[src/rtl/cmdbuf_pkg.sv]
package cmdbuf_pkg;
    localparam int unsigned CMD_W_DEF  = 28;
    localparam int unsigned CHK_W_DEF  = 22;
    localparam int unsigned CS_W_DEF   = 2;
    localparam int unsigned COPIES_DEF = 2;
    localparam int unsigned GRP_W_DEF  = 6;

    function automatic int unsigned ceil_div(input int unsigned a, input int unsigned b);
        return (a + b - 1) / b;
    endfunction
endpackage

[src/rtl/cmdbuf_fanout.sv]
module cmdbuf_fanout #(
    parameter int unsigned CMD_W  = cmdbuf_pkg::CMD_W_DEF,
    parameter int unsigned COPIES = cmdbuf_pkg::COPIES_DEF
) (
    input  logic                          clk,
    input  logic                          rst_n,
    input  logic                          load,
    input  logic [CMD_W-1:0]              word,
    output logic [COPIES-1:0][CMD_W-1:0]  copies
);
    typedef struct packed {
        logic [COPIES-1:0][CMD_W-1:0] copy;
    } fan_state_t;

    fan_state_t st_d, st_q;

    always_comb begin
        st_d = st_q;
        for (int k = 0; k < COPIES; k++) begin
            if (!rst_n) begin
                st_d.copy[k] = '0;
            end else if (load) begin
                st_d.copy[k] = word;
            end
        end
    end

    always_ff @(posedge clk) begin
        st_q <= st_d;
    end

    assign copies = st_q.copy;

    generate
        for (genvar k = 1; k < COPIES; k++) begin : g_same

            copies_equal_chk: assert property (@(posedge clk) disable iff (!rst_n)
                st_q.copy[k] == st_q.copy[0]);
        end
    endgenerate


    hold_when_idle_chk: assert property (@(posedge clk) disable iff (!rst_n)
        (!load && rst_n) |=> $stable(st_q.copy));


    reset_clears_chk: assert property (@(posedge clk)
        !rst_n |=> (st_q.copy == '0));
endmodule

[src/rtl/cmdbuf_parity.sv]
module cmdbuf_parity #(
    parameter int unsigned CHK_W = cmdbuf_pkg::CHK_W_DEF,
    parameter int unsigned GRP_W = cmdbuf_pkg::GRP_W_DEF
) (
    input  logic             clk,
    input  logic             rst_n,
    input  logic             check_en,
    input  logic [CHK_W-1:0] chk_bits,
    input  logic             par_bit,
    output logic             err_n
);
    localparam int unsigned NGRP  = cmdbuf_pkg::ceil_div(CHK_W, GRP_W);
    localparam int unsigned PAD_W = NGRP * GRP_W;

    typedef struct packed {
        logic [NGRP-1:0] part;
        logic            par;
        logic            vld;
        logic            err_n;
    } par_state_t;

    par_state_t      st_d, st_q;
    logic [PAD_W-1:0] padded;
    logic [NGRP-1:0]  part_now;

    assign padded = PAD_W'(chk_bits);

    generate
        for (genvar g = 0; g < NGRP; g++) begin : g_grp
            assign part_now[g] = ^padded[g*GRP_W +: GRP_W];
        end
    endgenerate

    always_comb begin
        st_d = st_q;
        if (!rst_n) begin
            st_d.part  = '0;
            st_d.par   = 1'b0;
            st_d.vld   = 1'b0;
            st_d.err_n = 1'b1;
        end else begin
            st_d.part  = part_now;
            st_d.par   = par_bit;
            st_d.vld   = check_en;
            st_d.err_n = ~(st_q.vld & (^st_q.part ^ st_q.par));
        end
    end

    always_ff @(posedge clk) begin
        st_q <= st_d;
    end

    assign err_n = st_q.err_n;


    err_traces_select_chk: assert property (@(posedge clk) disable iff (!rst_n)
        !st_q.err_n |-> ($past(check_en, 2) && $past(rst_n, 2)));


    reset_err_idle_chk: assert property (@(posedge clk)
        !rst_n |=> st_q.err_n);
endmodule

[src/rtl/cmdbuf_reg.sv]
module cmdbuf_reg #(
    parameter int unsigned CMD_W  = cmdbuf_pkg::CMD_W_DEF,
    parameter int unsigned CHK_W  = cmdbuf_pkg::CHK_W_DEF,
    parameter int unsigned CS_W   = cmdbuf_pkg::CS_W_DEF,
    parameter int unsigned COPIES = cmdbuf_pkg::COPIES_DEF,
    parameter int unsigned GRP_W  = cmdbuf_pkg::GRP_W_DEF
) (
    input  logic                    clk,
    input  logic                    rst_n,
    input  logic [CMD_W-1:0]        cmd_in,
    input  logic                    cmd_par,
    input  logic [CS_W-1:0]         rank_cs_n,
    output logic [COPIES*CMD_W-1:0] cmd_out,
    output logic                    par_err_n
);
    logic                         sel_any;
    logic [COPIES-1:0][CMD_W-1:0] copies;

    assign sel_any = ~&rank_cs_n;

    cmdbuf_fanout #(.CMD_W(CMD_W), .COPIES(COPIES)) fan_i (
        .clk    (clk),
        .rst_n  (rst_n),
        .load   (sel_any),
        .word   (cmd_in),
        .copies (copies)
    );

    cmdbuf_parity #(.CHK_W(CHK_W), .GRP_W(GRP_W)) par_i (
        .clk      (clk),
        .rst_n    (rst_n),
        .check_en (sel_any),
        .chk_bits (cmd_in[CHK_W-1:0]),
        .par_bit  (cmd_par),
        .err_n    (par_err_n)
    );

    assign cmd_out = copies;


    ports_frozen_chk: assert property (@(posedge clk) disable iff (!rst_n)
        (&rank_cs_n) |=> $stable(cmd_out));
endmodule

[config.mk]
export PLATFORM = sky130hd
export DESIGN_NAME = cmdbuf_reg
export DESIGN_NICKNAME = d
export VERILOG_FILES = /design/src/rtl/cmdbuf_pkg.sv /design/src/rtl/cmdbuf_fanout.sv /design/src/rtl/cmdbuf_parity.sv /design/src/rtl/cmdbuf_reg.sv
export SDC_FILE = /design/constraint.sdc
export NUM_CORES = 1
export LEC_CHECK = 0
export BUFFER_PORTS_ARGS = -buffer_cell sky130_fd_sc_hd__buf_2
export CAP_MARGIN = 20
export CORE_MARGIN = 1
export CORE_UTILIZATION = 40
export CTS_BUF_LIST = sky130_fd_sc_hd__clkbuf_4 sky130_fd_sc_hd__clkbuf_8
export DETAILED_ROUTE_END_ITERATION = 6
export GPL_TIMING_DRIVEN = 0
export PLACE_DENSITY = 0.73
export SLEW_MARGIN = 0
export SYNTH_ARGS = -nofsm -noshare
export SYNTH_HDL_FRONTEND = slang
export SYNTH_SLANG_ARGS = --single-unit
[constraint.sdc]
create_clock -name clk -period 1.05 [get_ports clk]
set_input_delay 0.21 -clock clk [delete_from_list [all_inputs] [get_ports clk]]
set_output_delay 0.21 -clock clk [all_outputs]
set_load 0.05 [all_outputs]
==> impl_metrics.toml, run 1 <==
[critical_path]
critical_path_required_ns = 0.84
worst-endpoint-arrival_ns = 0.90
timing.setup.critical_path_class = "reg -> out"
crit_fanout = 3
critical_path_startpoint_category = "flop"
worstReg2RegStart = "par_i.st_q[4]$_SDFF_PN0_"
worst_setup_path_startpoint = "fan_i.copies[17]$_SDFFE_PN0N_"
crit_path_end_kind = "output pin"

[floorplan]
num_io_pins = 90
core-area_um2 = 4000
die_h_um = 66.6
initial_core_util_pct = 41.7
die_area_um2 = 4430
die_w_um = 66.6
row_count = 23

[global_route]
grt_pass1_wl_mm = 5.77
gr_util_met3_pct = 5.65
grt_use_met2_pct = 30.9
globalRoute.totalOverflow = 0
initial_antenna_violation_count = 0
globalRoute.busiestLayer = "met2"
grt_use_met1_pct = 19.6
largest_net_degree_at_the_start_of_global_routing = 11
track_usage_pct = 17.5
first_global_vias = 1300

[cells_and_area]
finished_layout_cell_area_um2 = 2880
drive_above_1_share_pct = 58.0
area_growth_syn_to_layout_pct = 72.3
filler_cell_count = 309
n_antenna_cell = 0
design.final.nets = 314
stdcell_count = 331

[pwr]
power_frac_comb_pct = 36.5
power.clock.fraction_pct = 24.5
ir_worst_vdd_mv = 0.793
p_int_w = 0.00264
switching_share_pct = 33.0
leakage_nw = 1.36
pwr_density_cell_nw_per_um2 = 1370
power_w = 0.00394
switching_power_w = 0.00130
seq_power_share_pct = 39.0

[logic_synthesis]
synth_top_cells_by_area = "sky130_fd_sc_hd__dfxtp_1 (42%), sky130_fd_sc_hd__buf_4 (14%), sky130_fd_sc_hd__nand2_1 (13%), sky130_fd_sc_hd__a21boi_0 (13%), sky130_fd_sc_hd__xnor3_1 (5.4%)"
synth_area_per_cell_um2 = 9.12
synth.lib_cells_used.distinct = 12
synth-warning-count = 0
synthesis.area_um2 = 1670
synth_cells = 183
yosysTopAreaCell = "sky130_fd_sc_hd__dfxtp_1"
syn_nets = 216
synth_seq_cells = 35
synth_sequential_area_ratio_pct = 42.0
synthDominantCellAreaShare_pct = 42.0

[place]
port-buffer-count = 89
place_ws_ns = -0.142
dp_hpwl_mm = 2.53
dp.cells = 322
placed_area_um2 = 2210
gp_routability_congestion = 0.661

[sta]
finalHoldViolations = 0
grt_setup_unrepaired = "yes"
worst_slew_pin_slew_ns = 0.441
timing.hold.ws_ns = 0.134
worst_clock_skew_ns = 0.00335
fmax_ghz = 0.905
max_slew_violation_total_from_the_final_report = 0
slew-limit-headroom_pct = 70.6
finalWorstSetupSlack_ns = -0.0554
report.final.setup_viol = 29
finalCriticalPeriod_ns = 1.11
final_min_period_over_clock_period_pct = 105

[clock_tree]
cts-root-buf = "sky130_fd_sc_hd__clkbuf_8"
cts_tree = "built"
clk_latency_ns = 0.28
max-clock-path-buffers = 2
cts_sinks = 35
cts_htree_levels = 2
clk_transition_reported_paths_ns = 0.07
number_of_buffers_created_by_cts = 5

[run_status]
violated_checks = "negative setup slack"
run_status = "finished with violations"

[min_path]
hp-class = "in -> reg"
hp-start = "cmd_par"

[flow_run]
cap_viol_max_count = 0

[route]
vias_per_cell = 4.46
route.vias.total = 1475
wire_per_inst_um = 12.0
post-route-drc-count = 0
routed_wirelength_mm = 3.99
drtAntennaViolNets = 0
drt_iter0_drc = 36
drt-pass1-iter-count = 6
## sequential cells by signal (all words and copies together), names as in the netlist
| signal | flops |
|---|---|
| fan_i.copies | 28 |
| par_i.err_n | 1 |
| par_i.st_q | 6 |
## logic make-up (layout without fill, tap and decap cells)
kind of cell,Yosys count,count (layout),share of synthesized area (%)
and+or+nand+nor,65,65,15.7
AOI/OAI and AO/OA,28,28,12.6
DFF,35,35,42.0
xor gates and xnor gates,18,18,14.1
buffers and inverters,37,135,15.6
## metal layers
layer	share of wire, %	vias to the layer above
met5	0	-
met4	0.85	0
met3	5.2	4
met2	56	47
met1	38	683
li1	-	741
## worst paths after layout
check / end / slack, ns / depth (start not counted)
worst max register to register: par_i.err_n$_SDFF_PN1_ / 0 / 3
worst min-delay path: par_i.st_q[2]$_SDFF_PN0_ / 0.13 / 2
worst max-delay path: cmd_out[45] / -0.06 / 2
worst min register to register: par_i.err_n$_SDFF_PN1_ / 0.38 / 1
## cells in the final DEF, fill, tap and decap left out, drive strengths merged
cell type    n
clkinv       1
dfxtp       35
and2         7
buf        124
xnor3        4
xor2         2
xnor2       12
nand3        1
clkbuf      10
nand2       57
a21boi      28
## per-stage QoR
step / TNS (ns) / util, %
floorplan: 0 / -
CTS: -1.12 / 67.1
detailed placement: -1.97 / 55.3
finish: -0.920 / 71.9
global placement: -1.81 / 55.3
global route: -2.10 / 71.9
## layout make-up
class	instances	area [um^2]	share of cell area (%)
Buffer	37	365	12.7
Clock buffer	6	82.6	2.87
Clock inverter	1	5.00	0.174
Multi-Input combinational cell	111	708	24.6
Sequential cell	35	737	25.6
Tap cell	50	62.6	2.18
Timing Repair Buffer	91	915	31.8
## repair_timing
action,4_1_cts,5_1_grt
gates resized for setup,121,48
setup endpoints to repair,58,57
hold buffers,0,0
buffers inserted,0,2
gates cloned,0,0
## worst max-delay path, cell delays in order (launching register included)
cell and delay (ns):
sky130_fd_sc_hd__dfxtp_2 0.37, sky130_fd_sc_hd__buf_6 0.11, sky130_fd_sc_hd__buf_8 0.13
## synth_stat cells (all sizes together)
cell and number:
xnor2 12, nand3 1, xnor3 4, nand2 57
buf 33, and2 7, a21boi 28, dfxtp 35
clkbuf 4, xor2 2
## power groups by stage
stage                     Sequential [W]  Clock [W]  Combinational, W
final                            0.00154   0.000967           0.00144
after CTS                        0.00152    0.00100           0.00136
after floorplan                  0.00179          0          0.000640
after global placement           0.00153          0           0.00114
after detailed placement         0.00154          0           0.00115
after global routing             0.00155    0.00106           0.00151
Note: power is estimated with default switching activity, not from simulation.
==> inputs of run 2 (changes only) <==
--- a/config.mk
+++ b/config.mk
@@ -8,11 +8,11 @@
 export BUFFER_PORTS_ARGS = -buffer_cell sky130_fd_sc_hd__buf_2
 export CAP_MARGIN = 20
 export CORE_MARGIN = 1
-export CORE_UTILIZATION = 40
+export CORE_UTILIZATION = 41
 export CTS_BUF_LIST = sky130_fd_sc_hd__clkbuf_4 sky130_fd_sc_hd__clkbuf_8
 export DETAILED_ROUTE_END_ITERATION = 6
 export GPL_TIMING_DRIVEN = 0
-export PLACE_DENSITY = 0.73
+export PLACE_DENSITY = 0.74
 export SLEW_MARGIN = 0
 export SYNTH_ARGS = -nofsm -noshare
 export SYNTH_HDL_FRONTEND = slang
==> run 2 against run 1 <==
  * Global-route usage up 0.74 points
  * First-iteration DRC count up 22%
  * Die area down 2.4%
  * Clock power up 50%
  * Register-to-register slack about the same
  * Count of clock-buffer cells in the layout unchanged
  * Final cell count down 0.60%
  * Maximum frequency down 2.3%
  * Non-clock buffer count down 1
  * Flip-flop and latch count unchanged
  * Via count up 1.8%
  * Critical path depth unchanged
  * The run still ends with negative setup slack left
==> impl_metrics.toml, run 2 (synthesis gave the netlist of run 1 again) <==
[sta]
fmax_ghz = 0.883
finalCriticalPeriod_ns = 1.13
grt_setup_unrepaired = "yes"
report.final.setup_viol = 28
finalHoldViolations = 0
worst_clock_skew_ns = 0.00422
finalWorstSetupSlack_ns = -0.0820
worst_slew_pin_slew_ns = 0.444
max_slew_violation_total_from_the_final_report = 0
final_min_period_over_clock_period_pct = 108
slew-limit-headroom_pct = 70.4

[global_route]
largest_net_degree_at_the_start_of_global_routing = 12
grt_pass1_wl_mm = 5.89
track_usage_pct = 18.2
initial_antenna_violation_count = 0
globalRoute.totalOverflow = 0
first_global_vias = 1402

[critical_path]
max_stage_delay_ns = 0.38
worst_case_reg_to_reg_path_depth = 3
cell_with_the_largest_stage_delay_on_the_worst_path = "sky130_fd_sc_hd__dfxtp_2"
worstReg2RegStart = "par_i.st_q[4]$_SDFF_PN0_"
worst_setup_path_startpoint = "fan_i.copies[3]$_SDFFE_PN0N_"
worst_r2r_endpoint = "par_i.err_n$_SDFF_PN1_"
critical_path_required_ns = 0.84
worst-endpoint-arrival_ns = 0.92
crit_end = "cmd_out[31]"
crit_fanout = 3
crit_path_end_kind = "output pin"
timing.setup.critical_path_class = "reg -> out"
critical_path_startpoint_category = "flop"
reg2reg_setup_slack_ns = 0.01
crit_chain = "buf_6 > buf_8"

[floorplan]
die_h_um = 65.8
initial_core_util_pct = 44.3
die_w_um = 65.8
row_count = 22
num_io_pins = 90
die_area_um2 = 4330
core-area_um2 = 3770

[min_path]
hp-class = "in -> reg"

[clock_tree]
cts_sinks = 35
clk_latency_ns = 0.29
clk_transition_reported_paths_ns = 0.07
number_of_buffers_created_by_cts = 5
cts-root-buf = "sky130_fd_sc_hd__clkbuf_8"
max-clock-path-buffers = 2
cts_tree = "built"
cts_htree_levels = 2

[flow_run]
cap_viol_max_count = 0

[cells_and_area]
layout.cells.most_common = "sky130_fd_sc_hd__nand2_1"
flip_flop_count_of_the_largest_register_all_copies_and_words_added = 28
most-common-layout-cells = "sky130_fd_sc_hd__nand2_1 (57), sky130_fd_sc_hd__buf_6 (47), sky130_fd_sc_hd__buf_8 (37)"
finish.utilization_pct = 78.8
area_growth_syn_to_layout_pct = 78.0
design.final.nets = 313
drive_above_1_share_pct = 58.0
n_antenna_cell = 0

[pwr]
pwr_density_cell_nw_per_um2 = 1500
ir_worst_vdd_mv = 1.01
leakage_nw = 1.39

[place]
dp_hpwl_mm = 2.49
gp_routability_congestion = 0.688
port-buffer-count = 89
place_ws_ns = -0.107

[route]
route.vias.total = 1501
post-route-drc-count = 0
drt_iter0_drc = 44
routed_wirelength_mm = 4.37
wire_per_inst_um = 13.3
drtAntennaViolNets = 0
vias_per_cell = 4.56
drt-pass1-iter-count = 4

[run_status]
violated_checks = "negative setup slack"
run_status = "finished with violations"
-- run 2: changes by cell type in the layout (fill, tap and decap cells not counted), moves of 2 or more --
cell / change
sky130_fd_sc_hd__buf_4: -2
sky130_fd_sc_hd__buf_6: -8
sky130_fd_sc_hd__dfxtp_4: +8
sky130_fd_sc_hd__dfxtp_2: -8
sky130_fd_sc_hd__buf_8: +9
sky130_fd_sc_hd__bufinv_16: +2
-- run 2: how the worst min path moves through the flow --
stage	from	to	slack [ns]	cells after the start
after floorplan	cmd_par	par_i.st_q[2]$_SDFF_PN0_	0.34	1
after global placement	par_i.st_q[1]$_SDFF_PN0_	par_i.err_n$_SDFF_PN1_	0.36	1
after detailed placement	par_i.st_q[1]$_SDFF_PN0_	par_i.err_n$_SDFF_PN1_	0.37	1
after CTS	cmd_par	par_i.st_q[2]$_SDFF_PN0_	0.13	2
after global routing	cmd_par	par_i.st_q[2]$_SDFF_PN0_	0.12	2
final	cmd_par	par_i.st_q[2]$_SDFF_PN0_	0.13	2
-- run 2: per-stage QoR --
stage | cell area [um^2] | setup TNS, ns | total power, W | hold slack (ns) | instances
2_1_floorplan | 1700 | 0 | 0.00243 | 0.337 | 183
3_3_place_gp | 2210 | -1.15 | 0.00267 | 0.360 | 320
3_5_place_dp | 2210 | -1.36 | 0.00268 | 0.366 | 320
4_1_cts | 2650 | -1.30 | 0.00431 | 0.125 | 328
5_1_grt | 2970 | -2.36 | 0.00463 | 0.121 | 329
6_report | 2970 | -1.25 | 0.00444 | 0.133 | 329
-- run 2: final cells by class --
| cell class | instances | area, um^2 |
|---|---|---|
| Fill cell | 248 | 800 |
| Buffer | 37 | 365 |
| Tap cell | 48 | 60.1 |
| Multi-Input combinational cell | 111 | 708 |
| Sequential cell | 35 | 757 |
| Clock inverter | 2 | 60.1 |
| Clock buffer | 6 | 76.3 |
| Timing Repair Buffer | 90 | 945 |
-- run 2: worst max-delay path: cells and delay by family (launching register included) --
kind	cells	cell delay, ns
DFF	1	0.38
buffers and inverters	2	0.25
-- run 2: metal layers --
layer  global-route usage [%]  up-vias  part of all wire [%]
met3                     5.00        9                   5.3
met1                     17.9      697                    35
met5                        0        -                     0
li1                         -      740                     -
met4                     10.9        0                   1.5
met2                     33.5       55                    58
-- run 2: timing repair --
item | CTS | global route
gates resized for setup | 101 | 86
endpoints found under the setup margin | 58 | 56
hold buffers | 0 | 0
setup buffers | 0 | 1
-- run 2: report_power, final --
part | internal, W | total [W] | switching (W) | leakage, nW
clock | 0.000975 | 0.00145 | 0.000479 | 0.0688
combinational | 0.000694 | 0.00146 | 0.000763 | 1.02
sequential | 0.00144 | 0.00153 | 0.0000952 | 0.302
total | 0.00311 | 0.00444 | 0.00134 | 1.39
==> inputs of run 3 (changes only) <==
--- a/config.mk
+++ b/config.mk
@@ -5,14 +5,14 @@
 export SDC_FILE = /design/constraint.sdc
 export NUM_CORES = 1
 export LEC_CHECK = 0
-export BUFFER_PORTS_ARGS = -buffer_cell sky130_fd_sc_hd__buf_2
 export CAP_MARGIN = 20
 export CORE_MARGIN = 1
-export CORE_UTILIZATION = 41
+export CORE_UTILIZATION = 45
 export CTS_BUF_LIST = sky130_fd_sc_hd__clkbuf_4 sky130_fd_sc_hd__clkbuf_8
 export DETAILED_ROUTE_END_ITERATION = 6
+export DONT_BUFFER_PORTS = 1
 export GPL_TIMING_DRIVEN = 0
-export PLACE_DENSITY = 0.74
+export PLACE_DENSITY = 0.59
 export SLEW_MARGIN = 0
 export SYNTH_ARGS = -nofsm -noshare
 export SYNTH_HDL_FRONTEND = slang
==> run 3 against run 2 <==
  * The run still ends with negative setup slack left
  * Clock skew grew 0.0012 ns
  * Final area shrank 28%
  * Global-route usage shrank 0.22 points
  * Non-clock buffer count shrank 90
  * Maximum frequency grew 0.93%
  * Highest routed layer unchanged
==> impl_metrics.toml, run 3 (synthesis gave the netlist of run 1 again) <==
[run_status]
run_status = "finished with violations"
violated_checks = "negative setup slack"

[floorplan]
initial_core_util_pct = 48.5
die_w_um = 62.9
core-area_um2 = 3440
num_io_pins = 90
die_area_um2 = 3960
row_count = 21
die_h_um = 62.9

[min_path]
hp-start = "cmd_par"
hp-class = "in -> reg"

[sta]
final_min_period_over_clock_period_pct = 107
finalWorstSetupSlack_ns = -0.0716
worst_slew_pin_slew_ns = 0.433
worst_clock_skew_ns = 0.00545
finalHoldViolations = 0
setup_total_negative_slack_ns = -1.88
fmax_ghz = 0.892
max_slew_violation_total_from_the_final_report = 0
finalCriticalPeriod_ns = 1.12
slew-limit-headroom_pct = 71.1
report.final.setup_viol = 29
grt_setup_unrepaired = "yes"
timing.hold.ws_ns = 0.0597

[critical_path]
crit_end = "cmd_out[37]"
cp.buffers_inverters = 1
timing.setup.critical_path_class = "reg -> out"
cpLargestDelayFamily = "flip-flops"
worst_case_reg_to_reg_path_depth = 3
critical_path_required_ns = 0.84
worst_r2r_endpoint = "par_i.err_n$_SDFF_PN1_"
worst-endpoint-arrival_ns = 0.91
crit_path_end_kind = "output pin"
worst_setup_path_startpoint = "fan_i.copies[9]$_SDFFE_PN0N_"
reg2reg_setup_slack_ns = -0.01
timing.critical_path.depth = 1
crit_chain = "buf_8"
cell_with_the_largest_stage_delay_on_the_worst_path = "sky130_fd_sc_hd__dfxtp_4"
max_stage_delay_ns = 0.46
critical_path_startpoint_category = "flop"
worstReg2RegStart = "par_i.st_q[6]$_SDFF_PN0_"
crit_fanout = 3

[cells_and_area]
drive_above_1_share_pct = 38.7
filler_cell_count = 293
flip_flop_count_of_the_largest_register_all_copies_and_words_added = 28
design.final.nets = 223
n_antenna_cell = 0
area_growth_syn_to_layout_pct = 27.5
seqCellArea_um2 = 808
layout.cells.most_common = "sky130_fd_sc_hd__nand2_1"
multiInputGateArea_um2 = 708
most-common-layout-cells = "sky130_fd_sc_hd__nand2_1 (57), sky130_fd_sc_hd__a21boi_0 (28), sky130_fd_sc_hd__buf_8 (28), sky130_fd_sc_hd__dfxtp_4 (28), sky130_fd_sc_hd__xnor2_1 (9)"

[clock_tree]
cts_sinks = 35
clk_transition_reported_paths_ns = 0.07
number_of_buffers_created_by_cts = 5
cts-root-buf = "sky130_fd_sc_hd__clkbuf_8"
cts_tree = "built"
post_cts_buffers = 0
cts_htree_levels = 2
clk_latency_ns = 0.28
max-clock-path-buffers = 2

[route]
route.vias.total = 1127
drt-pass1-iter-count = 3
drtAntennaViolNets = 0
drt_iter0_drc = 26
post-route-drc-count = 0
routed_wirelength_mm = 3.29
wire_per_inst_um = 13.9
vias_per_cell = 4.76

[global_route]
track_usage_pct = 18.0
grt_pass1_wl_mm = 5.37
initial_antenna_violation_count = 0
globalRoute.totalOverflow = 0
largest_net_degree_at_the_start_of_global_routing = 12
first_global_vias = 1188

[pwr]
ir_worst_vdd_mv = 0.871
leakage_nw = 0.889
power_w = 0.00345
pwr_density_cell_nw_per_um2 = 1620

[flow_run]
cap_viol_max_count = 0

[place]
dp_hpwl_mm = 2.31
port-buffer-count = 0
gp_routability_congestion = 0.676
run 3: what timing repair did:
item / 4_1_cts / 5_1_grt
pin swaps: 0 / 3
setup endpoints to repair: 30 / 29
hold buffers: 0 / 0
gates resized for setup: 85 / 1
gates cloned: 0 / 0
run 3: per-layer routing:
layer / global-route usage, % / wire (um)
met1: 19.0 / 1290
met2: 30.6 / 1670
met3: 6.93 / 270
met4: 9.59 / 56
met5: 0 / 0
run 3: through the flow:
step / setup slack [ns] / area (um^2) / std cells / utilization [%]
2_1_floorplan: 0.0482 / 1700 / 183 / -
5_1_grt: -0.101 / 2130 / 237 / 61.8
3_5_place_dp: -0.0469 / 1760 / 229 / 51.2
4_1_cts: -0.0847 / 2130 / 237 / 61.8
3_3_place_gp: -0.00641 / 1760 / 229 / 51.2
6_report: -0.0716 / 2130 / 237 / 61.8
run 3: final cells by class:
class                           count  area share, %
Buffer                             37           22.1
Clock inverter                      3          0.705
Multi-Input combinational cell    111           33.3
Tap cell                           46           2.70
Sequential cell                    35           38.0
Clock buffer                        5           3.23
run 3: worst min-delay path by stage:
| stage | cells past startpoint | endpoint |
|---|---|---|
| 2_1_floorplan | 1 | par_i.st_q[2]$_SDFF_PN0_ |
| 5_1_grt | 1 | fan_i.copies[17]$_SDFFE_PN0N_ |
| 3_3_place_gp | 1 | par_i.st_q[2]$_SDFF_PN0_ |
| 3_5_place_dp | 1 | par_i.st_q[2]$_SDFF_PN0_ |
| 6_report | 1 | par_i.st_q[2]$_SDFF_PN0_ |
| 4_1_cts | 1 | par_i.st_q[2]$_SDFF_PN0_ |
run 3: where the power goes:
group	switching [W]	leakage [nW]	total [W]	internal, W
combinational	0.000392	0.533	0.000777	0.000386
clock	0.000456	0.0477	0.000909	0.000453
sequential	0.000350	0.308	0.00177	0.00142
